$ cat config.mk
export PLATFORM = sky130hd
export DESIGN_NAME = gpio_port_ctrl
export DESIGN_NICKNAME = d
export VERILOG_FILES = /design/src/rtl/gpio_port_pkg.sv /design/src/rtl/gpio_drive_decode.sv /design/src/rtl/gpio_in_sync.sv /design/src/rtl/gpio_irq_stat.sv /design/src/rtl/gpio_port_ctrl.sv
export SDC_FILE = /design/constraint.sdc
export NUM_CORES = 1
export LEC_CHECK = 0
export ABC_AREA = 0
export BUFFER_PORTS_ARGS = -buffer_cell sky130_fd_sc_hd__buf_4
export CORE_ASPECT_RATIO = 2
export CORE_MARGIN = 2
export CORE_UTILIZATION = 49
export DETAILED_ROUTE_END_ITERATION = 8
export PLACE_DENSITY_LB_ADDON = 0.15
export SLEW_MARGIN = 15
export SYNTH_ARGS = -nofsm -noshare
export SYNTH_HDL_FRONTEND = slang
export SYNTH_HIERARCHICAL = 1
export SYNTH_SLANG_ARGS = --single-unit
$ cat constraint.sdc
create_clock -name clk -period 1.4 [get_ports clk]
set_input_delay 0.21 -clock clk [delete_from_list [all_inputs] [get_ports clk]]
set_output_delay 0.21 -clock clk [all_outputs]
set_load 0.02 [all_outputs]
$ cat src/rtl/gpio_port_pkg.sv
package gpio_port_pkg;

  typedef enum logic [2:0] {
    DM_ANALOG  = 3'd0,
    DM_INPUT   = 3'd1,
    DM_WPU_SPD = 3'd2,
    DM_SPU_WPD = 3'd3,
    DM_OD_LOW  = 3'd4,
    DM_OD_HIGH = 3'd5,
    DM_STRONG  = 3'd6,
    DM_WEAK    = 3'd7
  } drive_mode_e;

  typedef struct packed {
    logic pu_s;
    logic pu_w;
    logic pd_s;
    logic pd_w;
    logic ibuf;
    logic obuf;
  } pad_ctrl_t;

  localparam logic [3:0] RA_DOUT    = 4'd0;
  localparam logic [3:0] RA_PIN     = 4'd1;
  localparam logic [3:0] RA_MODE    = 4'd2;
  localparam logic [3:0] RA_IN_OFF  = 4'd3;
  localparam logic [3:0] RA_OUT_OFF = 4'd4;
  localparam logic [3:0] RA_THRESH  = 4'd5;
  localparam logic [3:0] RA_SLEW    = 4'd6;
  localparam logic [3:0] RA_EDGE    = 4'd7;
  localparam logic [3:0] RA_STAT    = 4'd8;

endpackage

$ cat src/rtl/gpio_drive_decode.sv
module gpio_drive_decode
  import gpio_port_pkg::*;
#(
  parameter int PINS = 8
) (
  input  logic              clk,
  input  logic              rst,
  input  logic [3*PINS-1:0] mode_flat,
  input  logic [PINS-1:0]   dout,
  input  logic [PINS-1:0]   in_off,
  input  logic [PINS-1:0]   out_off,
  input  logic              force_off,
  output logic [PINS-1:0]   pu_s,
  output logic [PINS-1:0]   pu_w,
  output logic [PINS-1:0]   pd_s,
  output logic [PINS-1:0]   pd_w,
  output logic [PINS-1:0]   ibuf,
  output logic [PINS-1:0]   obuf
);

  for (genvar i = 0; i < PINS; i++) begin : g_pin
    drive_mode_e m;
    logic        d;
    pad_ctrl_t   c;

    assign m = drive_mode_e'(mode_flat[3*i +: 3]);
    assign d = dout[i];

    always_comb begin
      c = '0;
      case (m)
        DM_ANALOG: c = '0;
        DM_INPUT:  c.ibuf = 1'b1;
        DM_WPU_SPD: begin
          c.ibuf = 1'b1; c.obuf = 1'b1;
          c.pu_w = d;    c.pd_s = ~d;
        end
        DM_SPU_WPD: begin
          c.ibuf = 1'b1; c.obuf = 1'b1;
          c.pu_s = d;    c.pd_w = ~d;
        end
        DM_OD_LOW: begin
          c.ibuf = 1'b1; c.obuf = 1'b1;
          c.pd_s = ~d;
        end
        DM_OD_HIGH: begin
          c.ibuf = 1'b1; c.obuf = 1'b1;
          c.pu_s = d;
        end
        DM_STRONG: begin
          c.ibuf = 1'b1; c.obuf = 1'b1;
          c.pu_s = d;    c.pd_s = ~d;
        end
        DM_WEAK: begin
          c.ibuf = 1'b1; c.obuf = 1'b1;
          c.pu_w = d;    c.pd_w = ~d;
        end
      endcase
      if (in_off[i]) c.ibuf = 1'b0;
      if (out_off[i]) begin
        c.obuf = 1'b0;
        c.pu_s = 1'b0; c.pu_w = 1'b0;
        c.pd_s = 1'b0; c.pd_w = 1'b0;
      end
      if (force_off) c = '0;
    end

    assign pu_s[i] = c.pu_s;
    assign pu_w[i] = c.pu_w;
    assign pd_s[i] = c.pd_s;
    assign pd_w[i] = c.pd_w;
    assign ibuf[i] = c.ibuf;
    assign obuf[i] = c.obuf;

    // a pin never pulls both ways, nor at two strengths at once
    a_r2_single_pull: assert property (@(posedge clk) disable iff (rst)
      $countones({pu_s[i], pu_w[i], pd_s[i], pd_w[i]}) <= 1);

    // open drain low never pulls up, open drain high never pulls down
    a_r3_od_low_no_pullup: assert property (@(posedge clk) disable iff (rst)
      (mode_flat[3*i +: 3] == 3'd4) |-> !(pu_s[i] || pu_w[i]));
    a_r3_od_high_no_pulldown: assert property (@(posedge clk) disable iff (rst)
      (mode_flat[3*i +: 3] == 3'd5) |-> !(pd_s[i] || pd_w[i]));

    // output override silences every pull
    a_r5_out_off_quiet: assert property (@(posedge clk) disable iff (rst)
      out_off[i] |-> !(obuf[i] || pu_s[i] || pu_w[i] || pd_s[i] || pd_w[i]));
  end

endmodule

$ cat src/rtl/gpio_in_sync.sv
module gpio_in_sync #(
  parameter int PINS = 8
) (
  input  logic              clk,
  input  logic              rst,
  input  logic [PINS-1:0]   pad_in,
  input  logic [2*PINS-1:0] edge_sel,
  output logic [PINS-1:0]   pin_state,
  output logic [PINS-1:0]   edge_hit
);

  logic [PINS-1:0] s1_q, s2_q, prev_q;

  always_ff @(posedge clk) begin
    s1_q   <= pad_in;
    s2_q   <= s1_q;
    prev_q <= s2_q;
  end

  assign pin_state = s2_q;

  for (genvar i = 0; i < PINS; i++) begin : g_edge
    logic rise, fall;
    assign rise = s2_q[i] & ~prev_q[i];
    assign fall = ~s2_q[i] & prev_q[i];
    assign edge_hit[i] = (edge_sel[2*i] & rise) | (edge_sel[2*i+1] & fall);
  end

  // the pin state trails the pad by exactly two edges
  a_r7_two_stage: assert property (@(posedge clk) disable iff (rst)
    1'b1 |-> ##2 (pin_state == $past(pad_in, 2)));

endmodule

$ cat src/rtl/gpio_irq_stat.sv
module gpio_irq_stat #(
  parameter int PINS = 8
) (
  input  logic            clk,
  input  logic            rst,
  input  logic [PINS-1:0] edge_hit,
  input  logic            clr_we,
  input  logic [PINS-1:0] clr_mask,
  output logic [PINS-1:0] stat,
  output logic            irq
);

  logic [PINS-1:0] stat_q;
  logic [PINS-1:0] clr_eff;

  assign clr_eff = clr_we ? clr_mask : '0;

  always_ff @(posedge clk) begin
    if (rst) stat_q <= '0;
    else     stat_q <= (stat_q & ~clr_eff) | edge_hit;
  end

  assign stat = stat_q;
  assign irq  = |stat_q;

  // an edge always lands, even against a clear
  a_r9_set_wins: assert property (@(posedge clk) disable iff (rst)
    (edge_hit != '0) |=> ((stat_q & $past(edge_hit)) == $past(edge_hit)));

  // status bits stay set without a clear
  a_r8_sticky: assert property (@(posedge clk) disable iff (rst)
    !clr_we |=> ((stat_q & $past(stat_q)) == $past(stat_q)));

endmodule

$ cat src/rtl/gpio_port_ctrl.sv
module gpio_port_ctrl
  import gpio_port_pkg::*;
#(
  parameter int PINS = 8
) (
  input  logic              clk,
  input  logic              rst,
  input  logic              reg_we,
  input  logic [3:0]        reg_addr,
  input  logic [3*PINS-1:0] reg_wdata,
  output logic [3*PINS-1:0] reg_rdata,
  input  logic [PINS-1:0]   pad_in,
  output logic [PINS-1:0]   pad_pu_strong,
  output logic [PINS-1:0]   pad_pu_weak,
  output logic [PINS-1:0]   pad_pd_strong,
  output logic [PINS-1:0]   pad_pd_weak,
  output logic [PINS-1:0]   pad_ibuf_en,
  output logic [PINS-1:0]   pad_obuf_en,
  output logic [PINS-1:0]   pad_thresh_ttl,
  output logic [PINS-1:0]   pad_slew_slow,
  output logic              port_irq
);

  localparam int MODE_W = 3 * PINS;
  localparam int EDGE_W = 2 * PINS;

  logic [PINS-1:0]   dout_q, in_off_q, out_off_q, thr_q, slew_q;
  logic [MODE_W-1:0] mode_q;
  logic [EDGE_W-1:0] edge_q;
  logic [PINS-1:0]   pin_state, edge_hit, stat;
  logic              stat_we;

  always_ff @(posedge clk) begin
    if (rst) begin
      dout_q    <= '0;
      mode_q    <= '0;
      in_off_q  <= '0;
      out_off_q <= '0;
      thr_q     <= '0;
      slew_q    <= '0;
      edge_q    <= '0;
    end else if (reg_we) begin
      case (reg_addr)
        RA_DOUT:    dout_q    <= reg_wdata[PINS-1:0];
        RA_MODE:    mode_q    <= reg_wdata[MODE_W-1:0];
        RA_IN_OFF:  in_off_q  <= reg_wdata[PINS-1:0];
        RA_OUT_OFF: out_off_q <= reg_wdata[PINS-1:0];
        RA_THRESH:  thr_q     <= reg_wdata[PINS-1:0];
        RA_SLEW:    slew_q    <= reg_wdata[PINS-1:0];
        RA_EDGE:    edge_q    <= reg_wdata[EDGE_W-1:0];
        default: ;
      endcase
    end
  end

  assign stat_we = reg_we && (reg_addr == RA_STAT);

  always_comb begin
    reg_rdata = '0;
    case (reg_addr)
      RA_DOUT:    reg_rdata[PINS-1:0]   = dout_q;
      RA_PIN:     reg_rdata[PINS-1:0]   = pin_state;
      RA_MODE:    reg_rdata[MODE_W-1:0] = mode_q;
      RA_IN_OFF:  reg_rdata[PINS-1:0]   = in_off_q;
      RA_OUT_OFF: reg_rdata[PINS-1:0]   = out_off_q;
      RA_THRESH:  reg_rdata[PINS-1:0]   = thr_q;
      RA_SLEW:    reg_rdata[PINS-1:0]   = slew_q;
      RA_EDGE:    reg_rdata[EDGE_W-1:0] = edge_q;
      RA_STAT:    reg_rdata[PINS-1:0]   = stat;
      default:    reg_rdata = '0;
    endcase
  end

  gpio_drive_decode #(.PINS(PINS)) u_decode (
    .clk       (clk),
    .rst       (rst),
    .mode_flat (mode_q),
    .dout      (dout_q),
    .in_off    (in_off_q),
    .out_off   (out_off_q),
    .force_off (rst),
    .pu_s      (pad_pu_strong),
    .pu_w      (pad_pu_weak),
    .pd_s      (pad_pd_strong),
    .pd_w      (pad_pd_weak),
    .ibuf      (pad_ibuf_en),
    .obuf      (pad_obuf_en)
  );

  gpio_in_sync #(.PINS(PINS)) u_sync (
    .clk       (clk),
    .rst       (rst),
    .pad_in    (pad_in),
    .edge_sel  (edge_q),
    .pin_state (pin_state),
    .edge_hit  (edge_hit)
  );

  gpio_irq_stat #(.PINS(PINS)) u_irq (
    .clk      (clk),
    .rst      (rst),
    .edge_hit (edge_hit),
    .clr_we   (stat_we),
    .clr_mask (reg_wdata[PINS-1:0]),
    .stat     (stat),
    .irq      (port_irq)
  );

  assign pad_thresh_ttl = thr_q;
  assign pad_slew_slow  = slew_q;

  // reset silences every pad control at once
  a_r1_reset_quiet: assert property (@(posedge clk)
    rst |-> (pad_pu_strong == '0 && pad_pu_weak == '0 && pad_pd_strong == '0
             && pad_pd_weak == '0 && pad_ibuf_en == '0 && pad_obuf_en == '0));

  // the port request follows the status register through a clear
  a_r10_irq_drops: assert property (@(posedge clk) disable iff (rst)
    (stat_we && (reg_wdata[PINS-1:0] == {PINS{1'b1}}) && edge_hit == '0) |=> !port_irq);

endmodule

==> impl_summary.md, run 1 <==
Run status
The run finished, with violations left. The checks that failed: setup timing.

Synth
The mean post-synth cell area is roughly 8.3 sq um. The synthesized netlist occupies a cell area of 5420 sq um. For this run, asynchronously set or reset flops after synthesis account for 0%.

The synthesized netlist cell count is 650. During synthesis, Yosys emitted a total of 6 warnings. The share of synthesized area occupied by flip-flops and latches is 41.3%.

In this run, synthesis produced a sequential element count of 112. The distinct cell type count of the synthesized netlist is 57. The number of flops mapped to enable cells by yosys is 0. The total nets after synthesis is 689.

In the synthesized netlist the dominant register cell turns out to be sky130_fd_sc_hd__dfxtp_1.

Power and ir drop
The power share of the sequential group is between 40% and 50%. The clock share of power is 38.4%. The cell internal power dissipation is 4.96 mW. In this run, the combinational gates consume 13.9% of the power. VDD sags by at most about 800 uV.

The leakage power of the design is 3.50 nW. The net switching power is approximately 1.9 mW. The switching fraction of total power is 28.2%.

Power spread over the standard cell area amounts to ~760 nW/um^2.

Placement
At the end of routability-driven placement, the weighted congestion stood at approximately 0.95. After legalization and detailed placement, the total HPWL measured 15.6 mm. The pre-CTS setup slack is -0.385 ns. The number of placed instances, taps included, is 975.

The placed instance area is 7260 sq um. The count of buffers inserted at the top-level ports is 127.

Floorplanning
The die is 153 um tall. The die extent in x is ~78 um. The core region is roughly 11000 sq um.

The die covers around 12000 sq um. The number of standard-cell rows in the floorplan is 54. The starting density of the core is 49.9%. approximately 130 I/O pins were placed.

Global route
The first-pass GRT wire length is 32.2 mm. For this run, global-route usage on met3 was measured as 4.38%. The global-route track usage on met1 is 36.4%. The global route total overflow is 0. The overall global routing resource usage is 35.3%. The fraction of met2 tracks used by global routing is approximately 67%. The layer flagged by global routing as most heavily used is met2. The largest net degree at the start of global routing is 24. The number of global-route vias before repair came to 5984.

The number of antenna violations at the first check in global routing is 0.

Setup path
The biggest fanout along the worst timing path is 2. STA classifies the critical path endpoint as a primary output. Data arrives at the worst endpoint at between 1.5 and 2 ns. The critical path launch point type is a register. In this run the worst setup path begins at out_off_q[3].

The timing endpoint of the critical path is reg_rdata[3]. The worst reg2reg path depth is 4. The end of the worst register-to-register path is u_irq/stat[3]. The endpoint required time on the critical path is 1.19 ns. The startpoint of the worst register-to-register path is edge_q[6]. The worst register-to-register path has a setup slack of roughly 0.31 ns. The critical path is of the register to primary output type.

STA
The highest clock rate is between 500 and 600 MHz. The shortest clock period the worst path allows after layout is 1.91 ns. The slew at the pin closest to its max-slew limit is 0.439 ns. The largest clock skew in the final design is 0.0160 ns. After layout, the worst path uses 136% of the clock period. The count of final max-slew check failures is 0. In the post-route analysis, the smallest setup slack over all paths is -0.506 ns. After routing, the total negative slack on setup checks comes to -11.83 ns.

Setup repair after global routing could not meet its margin everywhere. The count of final hold-check violations came to 0. The total setup violations reported at the end of the flow is 61. Headroom to the max-slew limit came out at 70.7%.

Clock network
The TritonCTS clock tree is built. The tree built by TritonCTS fans out to 112 sinks. At the later pin of the worst-skew pair, clock insertion delay measures 0.36 ns. CTS placed an instance of sky130_fd_sc_hd__clkbuf_16 at the clock tree root. The longest clock path from root to sink contains 2 buffers. Clock-pin slew was measured on the worst setup and hold paths at about 0.090 ns.

The number of buffers created by CTS is 9. The total number of H-tree levels is 3.

Cells and area
The area of the multi-input gates is 3740 sq um. The fraction of layout cells with a size suffix above 1 is between 50% and 60%. In the final design database the tool counted approximately 900 nets. Registers take 2360 sq um. The repair_antennas step left the layout with diodes totalling 0. After routing the design area is 9040 sq um. The number of fill cells is 593.

The final non-filler cell total is 1028. Relative to the synthesized area, the layout overhead comes to 66.7%. The share of the core filled with cells in the final layout is approximately 83%.

Worst hold path
The tightest min-delay check is of the input pin to register type.

Job
The number of maximum-capacitance violations is 0.

Detailed routing
After detailed routing, the number of vias per cell comes to 6.04. The count of vias placed by the detailed router is 6209. After detailed routing, the total wire length is 23.4 mm.

After detailed routing, the number of remaining DRC violations is 0. The post-detailed-route count of antenna-violating nets is 0. The detail-routed net length per standard cell is between 20 and 25 um. The starting DRC count in detailed routing is between 400 and 500. The count of TritonRoute iterations in the first routing pass is 5.
-- registers in the layout (all words and copies together), names as in the netlist --
signal,flops
dout_q,8
edge_q,16
in_off_q,8
mode_q,24
out_off_q,8
pad_slew_slow,8
pad_thresh_ttl,8
u_irq/stat,8
u_sync/pin_state,8
u_sync/prev_q,8
u_sync/s1_q,8
-- power by group through the flow --
stage	logic [mW]	registers [mW]	clock network [mW]
after floorplan	0.351	3.38	0
after global placement	0.716	3.39	0
after detailed placement	0.726	3.39	0
after CTS	0.851	3.30	2.69
after global routing	0.994	3.30	2.81
final	0.958	3.30	2.65
-- worst min-delay path by stage --
stage	startpoint	to	slack, ns	cells past startpoint
2_1_floorplan	pad_in[0]	u_sync/s1_q[0]	0.24	0
3_3_place_gp	u_sync/s1_q[7]	u_sync/pin_state[7]	0.31	0
3_5_place_dp	u_sync/s1_q[1]	u_sync/pin_state[1]	0.31	0
4_1_cts	reg_wdata[11]	mode_q[11]	0.09	3
5_1_grt	reg_wdata[11]	mode_q[11]	0.09	3
6_report	reg_wdata[11]	mode_q[11]	0.09	3
-- through the flow --
| stage | hold WS, ns | power, mW |
|---|---|---|
| after floorplan | 0.238 | 3.73 |
| after CTS | 0.0851 | 6.84 |
| final | 0.0914 | 6.91 |
| after global routing | 0.0929 | 7.11 |
| after global placement | 0.310 | 4.11 |
| after detailed placement | 0.314 | 4.12 |
-- synth_stat cells, types with 2 or more instances --
master | instances | share of area [%]
sky130_fd_sc_hd__a2111oi_2 | 6 | 1.7
sky130_fd_sc_hd__o21ai_2 | 8 | 1.3
sky130_fd_sc_hd__mux2i_1 | 33 | 6.1
sky130_fd_sc_hd__buf_4 | 2 | 0.28
sky130_fd_sc_hd__or2_4 | 4 | 0.65
sky130_fd_sc_hd__o22ai_1 | 2 | 0.23
sky130_fd_sc_hd__o211ai_1 | 2 | 0.28
sky130_fd_sc_hd__buf_2 | 15 | 1.4
sky130_fd_sc_hd__dfxtp_1 | 112 | 41
sky130_fd_sc_hd__nand2b_1 | 4 | 0.46
sky130_fd_sc_hd__xor2_1 | 3 | 0.48
sky130_fd_sc_hd__nor3b_1 | 3 | 0.42
sky130_fd_sc_hd__nor4_1 | 8 | 0.92
sky130_fd_sc_hd__a22o_1 | 15 | 2.4
sky130_fd_sc_hd__nor2b_1 | 4 | 0.46
sky130_fd_sc_hd__xnor2_1 | 8 | 1.3
sky130_fd_sc_hd__clkbuf_1 | 20 | 1.4
sky130_fd_sc_hd__a22oi_1 | 7 | 0.97
sky130_fd_sc_hd__a211oi_2 | 2 | 0.46
sky130_fd_sc_hd__buf_6 | 2 | 0.42
sky130_fd_sc_hd__and3_1 | 11 | 1.3
sky130_fd_sc_hd__nor3_2 | 2 | 0.37
sky130_fd_sc_hd__nor2_2 | 2 | 0.23
sky130_fd_sc_hd__o2bb2ai_1 | 3 | 0.48
sky130_fd_sc_hd__o21ai_0 | 18 | 1.7
sky130_fd_sc_hd__a222oi_1 | 2 | 0.37
sky130_fd_sc_hd__nor2_1 | 60 | 4.2
sky130_fd_sc_hd__a32oi_1 | 2 | 0.32
sky130_fd_sc_hd__o221ai_1 | 2 | 0.32
sky130_fd_sc_hd__mux2_2 | 4 | 0.83
sky130_fd_sc_hd__and4_1 | 3 | 0.48
sky130_fd_sc_hd__nand3_1 | 4 | 0.37
sky130_fd_sc_hd__inv_1 | 17 | 1.2
sky130_fd_sc_hd__or2_2 | 2 | 0.23
sky130_fd_sc_hd__a21oi_1 | 68 | 6.3
sky130_fd_sc_hd__nand2_1 | 121 | 8.4
sky130_fd_sc_hd__nor3_1 | 30 | 2.8
sky130_fd_sc_hd__a311oi_2 | 8 | 2.2
sky130_fd_sc_hd__nand3b_1 | 13 | 1.8
-- final cells by class --
type / count / share of cell area [%]
Inverter: 17 / 0.706
Tap cell: 140 / 1.94
Timing Repair Buffer: 262 / 26.4
Clock inverter: 7 / 1.04
Multi-Input combinational cell: 481 / 41.3
Sequential cell: 112 / 26.1
Clock buffer: 9 / 2.49
-- cells by family after synthesis --
kind of cell	Yosys count	share of synthesized area, %
compound gates	149	19.6
flops	112	41.3
xor+xnor	11	1.78
buf+inv	57	4.71
mux	38	7.34
simple gates	283	25.3
-- placed cells by master (no fill, tap or decap), types with 8 or more instances in the layout --
master and instances:
sky130_fd_sc_hd__a21oi_1 62, sky130_fd_sc_hd__a22o_1 15, sky130_fd_sc_hd__a311oi_2 8, sky130_fd_sc_hd__and3_1 9, sky130_fd_sc_hd__buf_4 168, sky130_fd_sc_hd__buf_6 76
sky130_fd_sc_hd__clkbuf_16 10, sky130_fd_sc_hd__dfxtp_1 57, sky130_fd_sc_hd__dfxtp_2 35, sky130_fd_sc_hd__dfxtp_4 20, sky130_fd_sc_hd__dlygate4sd3_1 8, sky130_fd_sc_hd__inv_1 17
sky130_fd_sc_hd__mux2i_1 31, sky130_fd_sc_hd__nand2_1 117, sky130_fd_sc_hd__nand3b_1 13, sky130_fd_sc_hd__nor2_1 41, sky130_fd_sc_hd__nor2_4 15, sky130_fd_sc_hd__nor3_2 13
sky130_fd_sc_hd__nor3_4 18, sky130_fd_sc_hd__o21ai_0 14, sky130_fd_sc_hd__o21ai_2 10
-- worst max-delay path: stages (launching register included) --
cell,delay (ns)
sky130_fd_sc_hd__dfxtp_2,0.34
sky130_fd_sc_hd__mux2_4,0.27
sky130_fd_sc_hd__a222oi_1,0.35
sky130_fd_sc_hd__o221ai_2,0.19
sky130_fd_sc_hd__buf_4,0.19
-- metal layers --
metal	vias up	wire length, um	share of wire [%]
li1	2765	-	-
met1	3008	7920	34
met2	342	12800	55
met3	94	1130	4.9
met4	0	1520	6.5
met5	-	0	0
-- timing repair --
item,4_1_cts,5_1_grt
hold buffers,8,0
gates cloned,0,1
buffers inserted,17,14
resized for setup,202,91
endpoints found under the hold margin,8,0
setup endpoints to repair,73,73
pin swaps,48,36
Power figures use the tool's default switching activity.
==> run 2, diff against run 1 <==
--- a/config.mk
+++ b/config.mk
@@ -5,7 +5,7 @@
 export SDC_FILE = /design/constraint.sdc
 export NUM_CORES = 1
 export LEC_CHECK = 0
-export ABC_AREA = 0
+export ABC_AREA = 1
 export BUFFER_PORTS_ARGS = -buffer_cell sky130_fd_sc_hd__buf_4
 export CORE_ASPECT_RATIO = 2
 export CORE_MARGIN = 2
==> run 2 against run 1 <==
Non-clock buffer count down 58. Total power up 1.3%. Largest cell class unchanged. Clock power up 7.5%. Synthesized cell count up 34%. Core utilization down 7.5 points. Fmax up 25%. The flow still finishes with violations (setup timing).
==> impl_summary.md, run 2 <==
Run status
The flow ran to the end, but the final reports show violations. The checks that failed: setup timing.

Setup path
The critical path launch point type is a register. The data arrival time of the critical path was 1.32 ns (-0.38 ns). The register-to-register setup slack came to 0.46 ns (+0.15 ns). The biggest fanout along the worst timing path is 5 (+3). The largest stage delay on the critical path is 0.40 ns (+0.05 ns). Among all stages on the critical path, the largest delay is contributed by sky130_fd_sc_hd__dfxtp_4. The type of element capturing the critical path is a primary output. The endpoint required time on the critical path was 1.19 ns (about the same). The critical path class is register to primary output. Walking the worst path, the cells encountered are buf_6 > a21oi_2 > nor3_2 > buf_4.

Detailed routing
The post-detailed-route via-to-cell ratio came to 5.51 (-8.7%). The count of TritonRoute iterations in the first routing pass is 6 (+1). The post-detailed-routing wire length is 19.9 mm (-15%). The detail-routed net length per standard cell is 16.7 um (-27%). The count of vias placed by the detailed router was 6556 (+5.6%). The number of design rule violations left after detail routing was 0 (unchanged).

The starting DRC count in detailed routing is 477 (-1.6%). The post-detailed-route count of antenna-violating nets is 0 (unchanged).

Clock network
The total clock sinks came to 112 (unchanged). The total number of H-tree levels came to 3 (unchanged). The maximum buffer depth of the clock tree came to 2 (unchanged). TritonCTS built the clock tree. The library cell used as clock root buffer is sky130_fd_sc_hd__clkbuf_16. The clock latency on the worst-skew pair is 0.35 ns (about the same).

The CTS clock-pin slew for the worst setup and hold paths came to 0.07 ns (-0.02 ns). The number of buffers created by CTS is 9 (unchanged).

Floorplanning
The die extent in x is 79.5 um (+1.4%). The starting density of the core is 49.8% (about the same). The number of standard-cell rows in the floorplan is 55 (+1.9%). The core footprint came to 11200 sq um (+3.1%). The number of top-level pins came to 128 (unchanged). The floorplan die area was 12300 sq um (+2.9%). The vertical die dimension is 155 um (+1.5%).

Job
The number of maximum-capacitance violations is 0 (unchanged).

Cells and area
The number of nets in the layout came to 1081 (+17%). The largest registers in the layout are mode_q: 24 flops, edge_q: 16 flops. The top cell types in the final layout, fill and taps aside, are 200 x sky130_fd_sc_hd__nand2_1, 150 x sky130_fd_sc_hd__buf_4, 108 x sky130_fd_sc_hd__nand3_1.

The register name with the most flops is mode_q. The number of fill cells is 876 (+48%). The fraction of layout cells with a size suffix above 1 is 40.2% (-12 points). The number of flip-flops in the largest register is 24 (unchanged). The number of diodes added for antenna fixing is 0 (unchanged). The share of the core filled with cells in the final layout was 75.6% (-7.5 points). The most common cell after layout, fill and taps aside is sky130_fd_sc_hd__nand2_1. The layout overhead on the synthesized area is 51.7%.

Synth
The most repeated cell in the gate-level netlist after synthesis is sky130_fd_sc_hd__nand2_1. The register bit total from synthesis is 112 (unchanged). The distinct cell type count of the synthesized netlist is 27 (-53%). The summed instance area of the synthesized netlist is 5590 sq um (+3.0%). Among all flip-flop cells after synthesis, the most frequent one is sky130_fd_sc_hd__dfxtp_1. The cell type with the highest aggregate area in the netlist is sky130_fd_sc_hd__dfxtp_1. The number of warnings issued by yosys came to 6 (unchanged). The portion of synthesized cell area occupied by the leading cell type is 40.1% (-1.2 points). The fraction of registers with async set or reset after synthesis is 0% (unchanged).

The total nets after synthesis was 908 (+32%). The synthesized netlist cell count is 869 (+34%). The number of flops mapped to enable cells by yosys came to 0 (unchanged). The share of synthesized area occupied by flip-flops and latches was 40.1% (-1.2 points). The mean post-synth cell area is 6.43 sq um (-23%).

In the post-synthesis netlist, the biggest area contributors are sky130_fd_sc_hd__dfxtp_1 40%, sky130_fd_sc_hd__nand2_1 15%, sky130_fd_sc_hd__nand3_1 11%, sky130_fd_sc_hd__nor2_1 7.2%, sky130_fd_sc_hd__a21oi_1 7.2%. The commonest cells after synthesis are 227 x sky130_fd_sc_hd__nand2_1, 126 x sky130_fd_sc_hd__nand3_1, 112 x sky130_fd_sc_hd__dfxtp_1, 107 x sky130_fd_sc_hd__nor2_1, 88 x sky130_fd_sc_hd__inv_1.

STA
The slew at the pin closest to its max-slew limit is 0.406 ns (-0.0338 ns). The worst slew margin relative to its limit came to 72.9% (+2.2 points). The highest clock rate is 655 MHz (+25%). The count of final hold-check violations is 0 (unchanged).

The final critical-path setup slack is -0.126 ns (+0.381 ns). The count of final max-slew check failures is 0 (unchanged). The total setup violations reported at the end of the flow came to 44 (-28%). The largest clock skew in the final design came to 0.00444 ns (-0.0115 ns). The shortest clock period the worst path allows after layout is 1.53 ns (-0.381 ns). Setup repair after global routing could not meet its margin everywhere.

The share of the cycle needed by the critical path after routing was 109% (-27 points).

Power and ir drop
The leakage power of the design came to 3.68 nW (+5.0%). The power per cell area was 825 nW/um^2 (+8.0%). The total power after layout is 7.00 mW (+1.3%). The peak supply drop is 876 uV (+6.5%).

Global route
The number of antenna violations at the first check in global routing is 0 (unchanged). The number of global-route vias before repair is 6094 (+1.8%). The overall global routing resource usage is 30.8% (-4.4 points). The global route total overflow is 0 (unchanged).

The largest net degree at the start of global routing was 41 (+71%). The first-pass GRT wire length is 29.7 mm (-7.8%).

Placement
The estimated wirelength of the detail-placed design is 13.3 mm (-15%). The routability congestion estimate is 0.946 (-0.85%). The count of buffers inserted at the top-level ports came to 127 (unchanged).

Worst hold path
The class of the tightest hold or removal check is input pin to register.
## run 2: cell count changes in the layout (fill, tap and decap cells not counted), sizes merged, moves of 14 or more
cell,before,now
nand3,5,127
nand2,121,231
mux2i,33,0
a22o,15,0
nor2,62,120
buf,253,196
nand3b,14,0
inv,20,94
## run 2: final timing paths
| kind | startpoint | to | cells past startpoint |
|---|---|---|---|
| worst max register to register | u_sync/pin_state[7] | u_irq/stat[7] | 6 |
| worst min register to register | u_sync/s1_q[4] | u_sync/pin_state[4] | 0 |
| worst min-delay path | reg_wdata[23] | mode_q[23] | 3 |
| worst max-delay path | mode_q[1] | pad_pu_weak[0] | 4 |
## run 2: cell type report
cell class                      instances  area, sq um  share of cell area (%)
Tap cell                              142          178                    2.10
Timing Repair Buffer                  204         1790                    21.2
Multi-Input combinational cell        623         3390                    40.0
Inverter                               92          378                    4.46
Sequential cell                       112         2400                    28.3
Clock inverter                          7          110                    1.30
Clock buffer                            9          225                    2.66
## run 2: timing repair
item,4_1_cts,5_1_grt
hold buffers,8,0
endpoints found under the hold margin,8,0
pin swaps,31,39
setup endpoints to repair,66,70
setup buffers,13,9
resized for setup,178,152
cloned,1,1
## run 2: where the power goes
group          leakage [nW]  internal (mW)  switching, mW  total, mW
clock                 0.162           1.61           1.23       2.85
combinational          2.57          0.345          0.507      0.852
sequential            0.949           3.21         0.0908       3.30
total                  3.68           5.17           1.83       7.00
## run 2: worst max-delay path: cells and delay by family (launching register included)
family,cells,cell delay [ns]
flops,1,0.40
simple gates,1,0.21
compound gates,1,0.05
buf+inv,2,0.30
## run 2: logic make-up (layout without fill, tap and decap cells)
logic type | after synthesis | after routing | share of synthesized area (%)
AND/OR/NAND/NOR | 521 | 521 | 40.7
flip-flops | 112 | 112 | 40.1
XOR/XNOR | 2 | 2 | 0.314
buffers and inverters | 134 | 312 | 9.92
AO/OA/AOI/OAI | 100 | 100 | 8.96
## run 2: metal layers
| layer | part of all wire (%) | GRT usage [%] |
|---|---|---|
| met4 | 6.6 | 20.8 |
| met3 | 6.2 | 5.10 |
| met5 | 0 | 0 |
| met2 | 52 | 54.7 |
| met1 | 35 | 32.3 |
## run 2: stage by stage
stage	hold slack [ns]	instance area, sq um	TNS, ns	std cells	worst slack [ns]
6_report	0.0847	8480	-1.64	1189	-0.126
5_1_grt	0.0928	8480	-4.34	1189	-0.160
4_1_cts	0.0799	7920	-0.995	1180	-0.0712
3_5_place_dp	0.312	6920	-2.82	1142	-0.175
3_3_place_gp	0.310	6920	-2.43	1142	-0.181
2_1_floorplan	0.238	5590	-0.278	869	-0.139
==> run 3, diff against run 2 <==
--- a/config.mk
+++ b/config.mk
@@ -9,7 +9,7 @@
 export BUFFER_PORTS_ARGS = -buffer_cell sky130_fd_sc_hd__buf_4
 export CORE_ASPECT_RATIO = 2
 export CORE_MARGIN = 2
-export CORE_UTILIZATION = 49
+export CORE_UTILIZATION = 58
 export DETAILED_ROUTE_END_ITERATION = 8
 export PLACE_DENSITY_LB_ADDON = 0.15
 export SLEW_MARGIN = 15
==> constraint.sdc (replaced) <==
create_clock -name clk -period 1.9 [get_ports clk]
set_input_delay 0.285 -clock clk [delete_from_list [all_inputs] [get_ports clk]]
set_output_delay 0.285 -clock clk [all_outputs]
set_load 0.02 [all_outputs]
==> run 3 against run 2 <==
The flow now finishes without violations. Global-route usage rose by 2.1 points. Non-clock buffer count fell by 55. Sequential power fell by 25%. Largest cell class unchanged.
==> impl_summary.md, run 3 (synthesis gave the netlist of run 2 again) <==
Cells and area
The layout overhead on the synthesized area is 25.4%. The register name with the most flops is mode_q. The number of flip-flops in the largest register came to 24 (unchanged). The fraction of layout cells with a size suffix above 1 is 19.1% (-21 points).

The library cell used most frequently in the layout, excluding fill and tap cells, is sky130_fd_sc_hd__nand2_1. In the layout the commonest cells are 227 x sky130_fd_sc_hd__nand2_1, 146 x sky130_fd_sc_hd__buf_4, 126 x sky130_fd_sc_hd__nand3_1. The final design instance area without fill is 7010 sq um (-17%). The number of nets in the layout is 1026 (-5.1%). The largest registers in the layout are mode_q: 24 flops, edge_q: 16 flops. The share of the core filled with cells in the final layout is 74.7% (-0.90 points). The number of diodes added for antenna fixing is 0 (unchanged).

Setup path
The worst path buffer plus inverter count is 2 (unchanged). The endpoint required time on the critical path is 1.62 ns (+0.43 ns). The register-to-register setup slack is 0.97 ns (+0.51 ns). The startpoint of the worst register-to-register path is u_sync/pin_state[1]. The biggest fanout along the worst timing path came to 5 (unchanged). The data arrival time of the critical path was 1.47 ns (+0.15 ns). The largest stage delay on the critical path came to 0.46 ns (+0.06 ns). The worst setup path startpoint is mode_q[5]. The critical path class is register to primary output. STA classifies the critical path endpoint as a primary output. The slowest stage cell on the critical path is sky130_fd_sc_hd__dfxtp_1.

The critical path goes through inv_1 > nand2_1 > nor2_1 > nor3_1 > buf_4. The gate family responsible for the most delay along the worst path is flip-flops. The critical path launch point type is a register. The number of gates on the worst path with buffers counted came to 5 (+1).

The worst register-to-register path ends at u_irq/stat[1]. The worst reg2reg path depth was 4 (-2).

Floorplanning
The number of top-level pins is 128 (unchanged). The core footprint is 9380 sq um (-16%). The die extent in x was 73.4 um (-7.7%). The vertical die dimension is 143 um (-7.9%). The number of standard-cell rows in the floorplan is 50 (-9.1%). The floorplan die area is 10500 sq um (-15%). The starting density of the core was 59.5% (+9.7 points).

STA
The worst slew margin relative to its limit is 58.4% (-15 points). Setup repair after global routing left no endpoint under its margin. The count of final max-slew check failures came to 0 (unchanged). Counting I/O delays and the setup requirement, the final critical path takes 1.76 ns. The final critical-path setup slack is 0.143 ns (+0.268 ns).

The total setup violations reported at the end of the flow came to 0 (-100%). The worst hold margin came to 0.0336 ns (-0.0511 ns). After layout, the worst path uses 92.5% of the clock period.

The final setup TNS is 0 ns (+1.64 ns). The slew at the pin closest to its max-slew limit is 0.623 ns (+0.217 ns). The largest clock skew in the final design is 0.00605 ns (+0.00162 ns). Static timing analysis puts the maximum clock frequency at between 500 and 600 MHz. The count of final hold-check violations came to 0 (unchanged).

Global route
The largest net degree at the start of global routing is 41 (unchanged). The overall global routing resource usage was 32.9% (+2.1 points). The first-pass GRT wire length was 27.0 mm (-9.1%). The global route total overflow came to 0 (unchanged). The number of antenna violations at the first check in global routing is 0 (unchanged). The number of global-route vias before repair is 5630 (-7.6%).

Detailed routing
The count of vias placed by the detailed router was 6252 (-4.6%). The post-detailed-route via-to-cell ratio is 5.70 (+3.5%). The post-detailed-routing wire length is 17.0 mm (-15%). The post-detailed-route count of antenna-violating nets was 0 (unchanged). The number of design rule violations left after detail routing is 0 (unchanged).

The count of TritonRoute iterations in the first routing pass is 7 (+1). The detail-routed net length per standard cell is 15.5 um (-7.3%). The starting DRC count in detailed routing came to 545 (+14%).

Clock network
The TritonCTS clock tree is built. The number of buffers created by CTS was 9 (unchanged). The clock latency on the worst-skew pair is 0.35 ns (about the same). The setup fix buffers added after clock tree synthesis is 0 (-13). The total number of H-tree levels is 3 (unchanged). The library cell used as clock root buffer is sky130_fd_sc_hd__clkbuf_16.

The maximum buffer depth of the clock tree came to 2 (unchanged). The total clock sinks is 112 (unchanged). The CTS clock-pin slew for the worst setup and hold paths is 0.08 ns (about the same).

Worst hold path
The cell depth of the worst min-delay path came to 1 (-2). The worst hold endpoint is u_sync/s1_q[1]. The class of the tightest hold or removal check is input pin to register.

The worst hold path begins at pad_in[1].

Placement
The count of buffers inserted at the top-level ports is 127 (unchanged). The routability congestion estimate is 0.932 (-1.4%). The pre-CTS setup slack is 0.0424 ns (+0.217 ns). The placed instance area came to 6670 sq um (-3.7%).

The estimated wirelength of the detail-placed design is 12.5 mm (-5.7%).

Power and ir drop
The peak supply drop is 737 uV (-16%). The leakage power of the design is 3.13 nW (-15%). The power per cell area is 720 nW/um^2 (-13%).

Job
The number of maximum-capacitance violations came to 0 (unchanged).

Run status
The run finished with clean final reports.
==> run 3: final cells by class <==
class	instances	area, sq um
inverter	92	350
multi-input combinational	623	2790
clock buffer	9	225
fill	806	2370
sequential	112	2240
tap	104	130
clock inverter	7	111
timing repair buffer	149	1160
==> run 3: what timing repair did <==
action	4_1_cts	5_1_grt
endpoints found under the setup margin	0	6
gates resized for setup	0	1
hold buffers	0	0
==> run 3: stage by stage <==
step                power [mW]  cells
finish                    5.05   1096
global route              5.18   1096
CTS                       5.05   1096
detailed placement        2.98   1080
global placement          2.97   1080
floorplan                 2.75    869
==> run 3: report_power, final <==
part / total [mW] / internal [mW] / switching, mW
Combinational: 0.481 / 0.172 / 0.309
Sequential: 2.46 / 2.40 / 0.0549
Clock: 2.11 / 1.19 / 0.918
Total: 5.05 / 3.76 / 1.28
==> run 3: worst max-delay path by stage <==
stage	to	slack, ns
after floorplan	reg_rdata[13]	0.21
after CTS	reg_rdata[6]	0.02
after global routing	reg_rdata[7]	0.04
after detailed placement	reg_rdata[6]	0.04
after global placement	reg_rdata[6]	0.12
final	pad_ibuf_en[1]	0.14
==> run 3: layer usage <==
| layer | part of all wire, % | vias up | GRT usage (%) |
|---|---|---|---|
| met5 | 0 | - | 0 |
| met1 | 37 | 2805 | 37.3 |
| li1 | - | 3025 | - |
| met2 | 49 | 348 | 55.7 |
| met4 | 6.6 | 0 | 22.4 |
| met3 | 7.3 | 74 | 4.16 |
==> run 3: worst register-to-register path, cell delays in order (launching register included) <==
cell and delay, ns:
sky130_fd_sc_hd__dfxtp_1 0.48, sky130_fd_sc_hd__nand3_1 0.11, sky130_fd_sc_hd__nand2_1 0.08, sky130_fd_sc_hd__inv_1 0.04, sky130_fd_sc_hd__a21oi_1 0.14
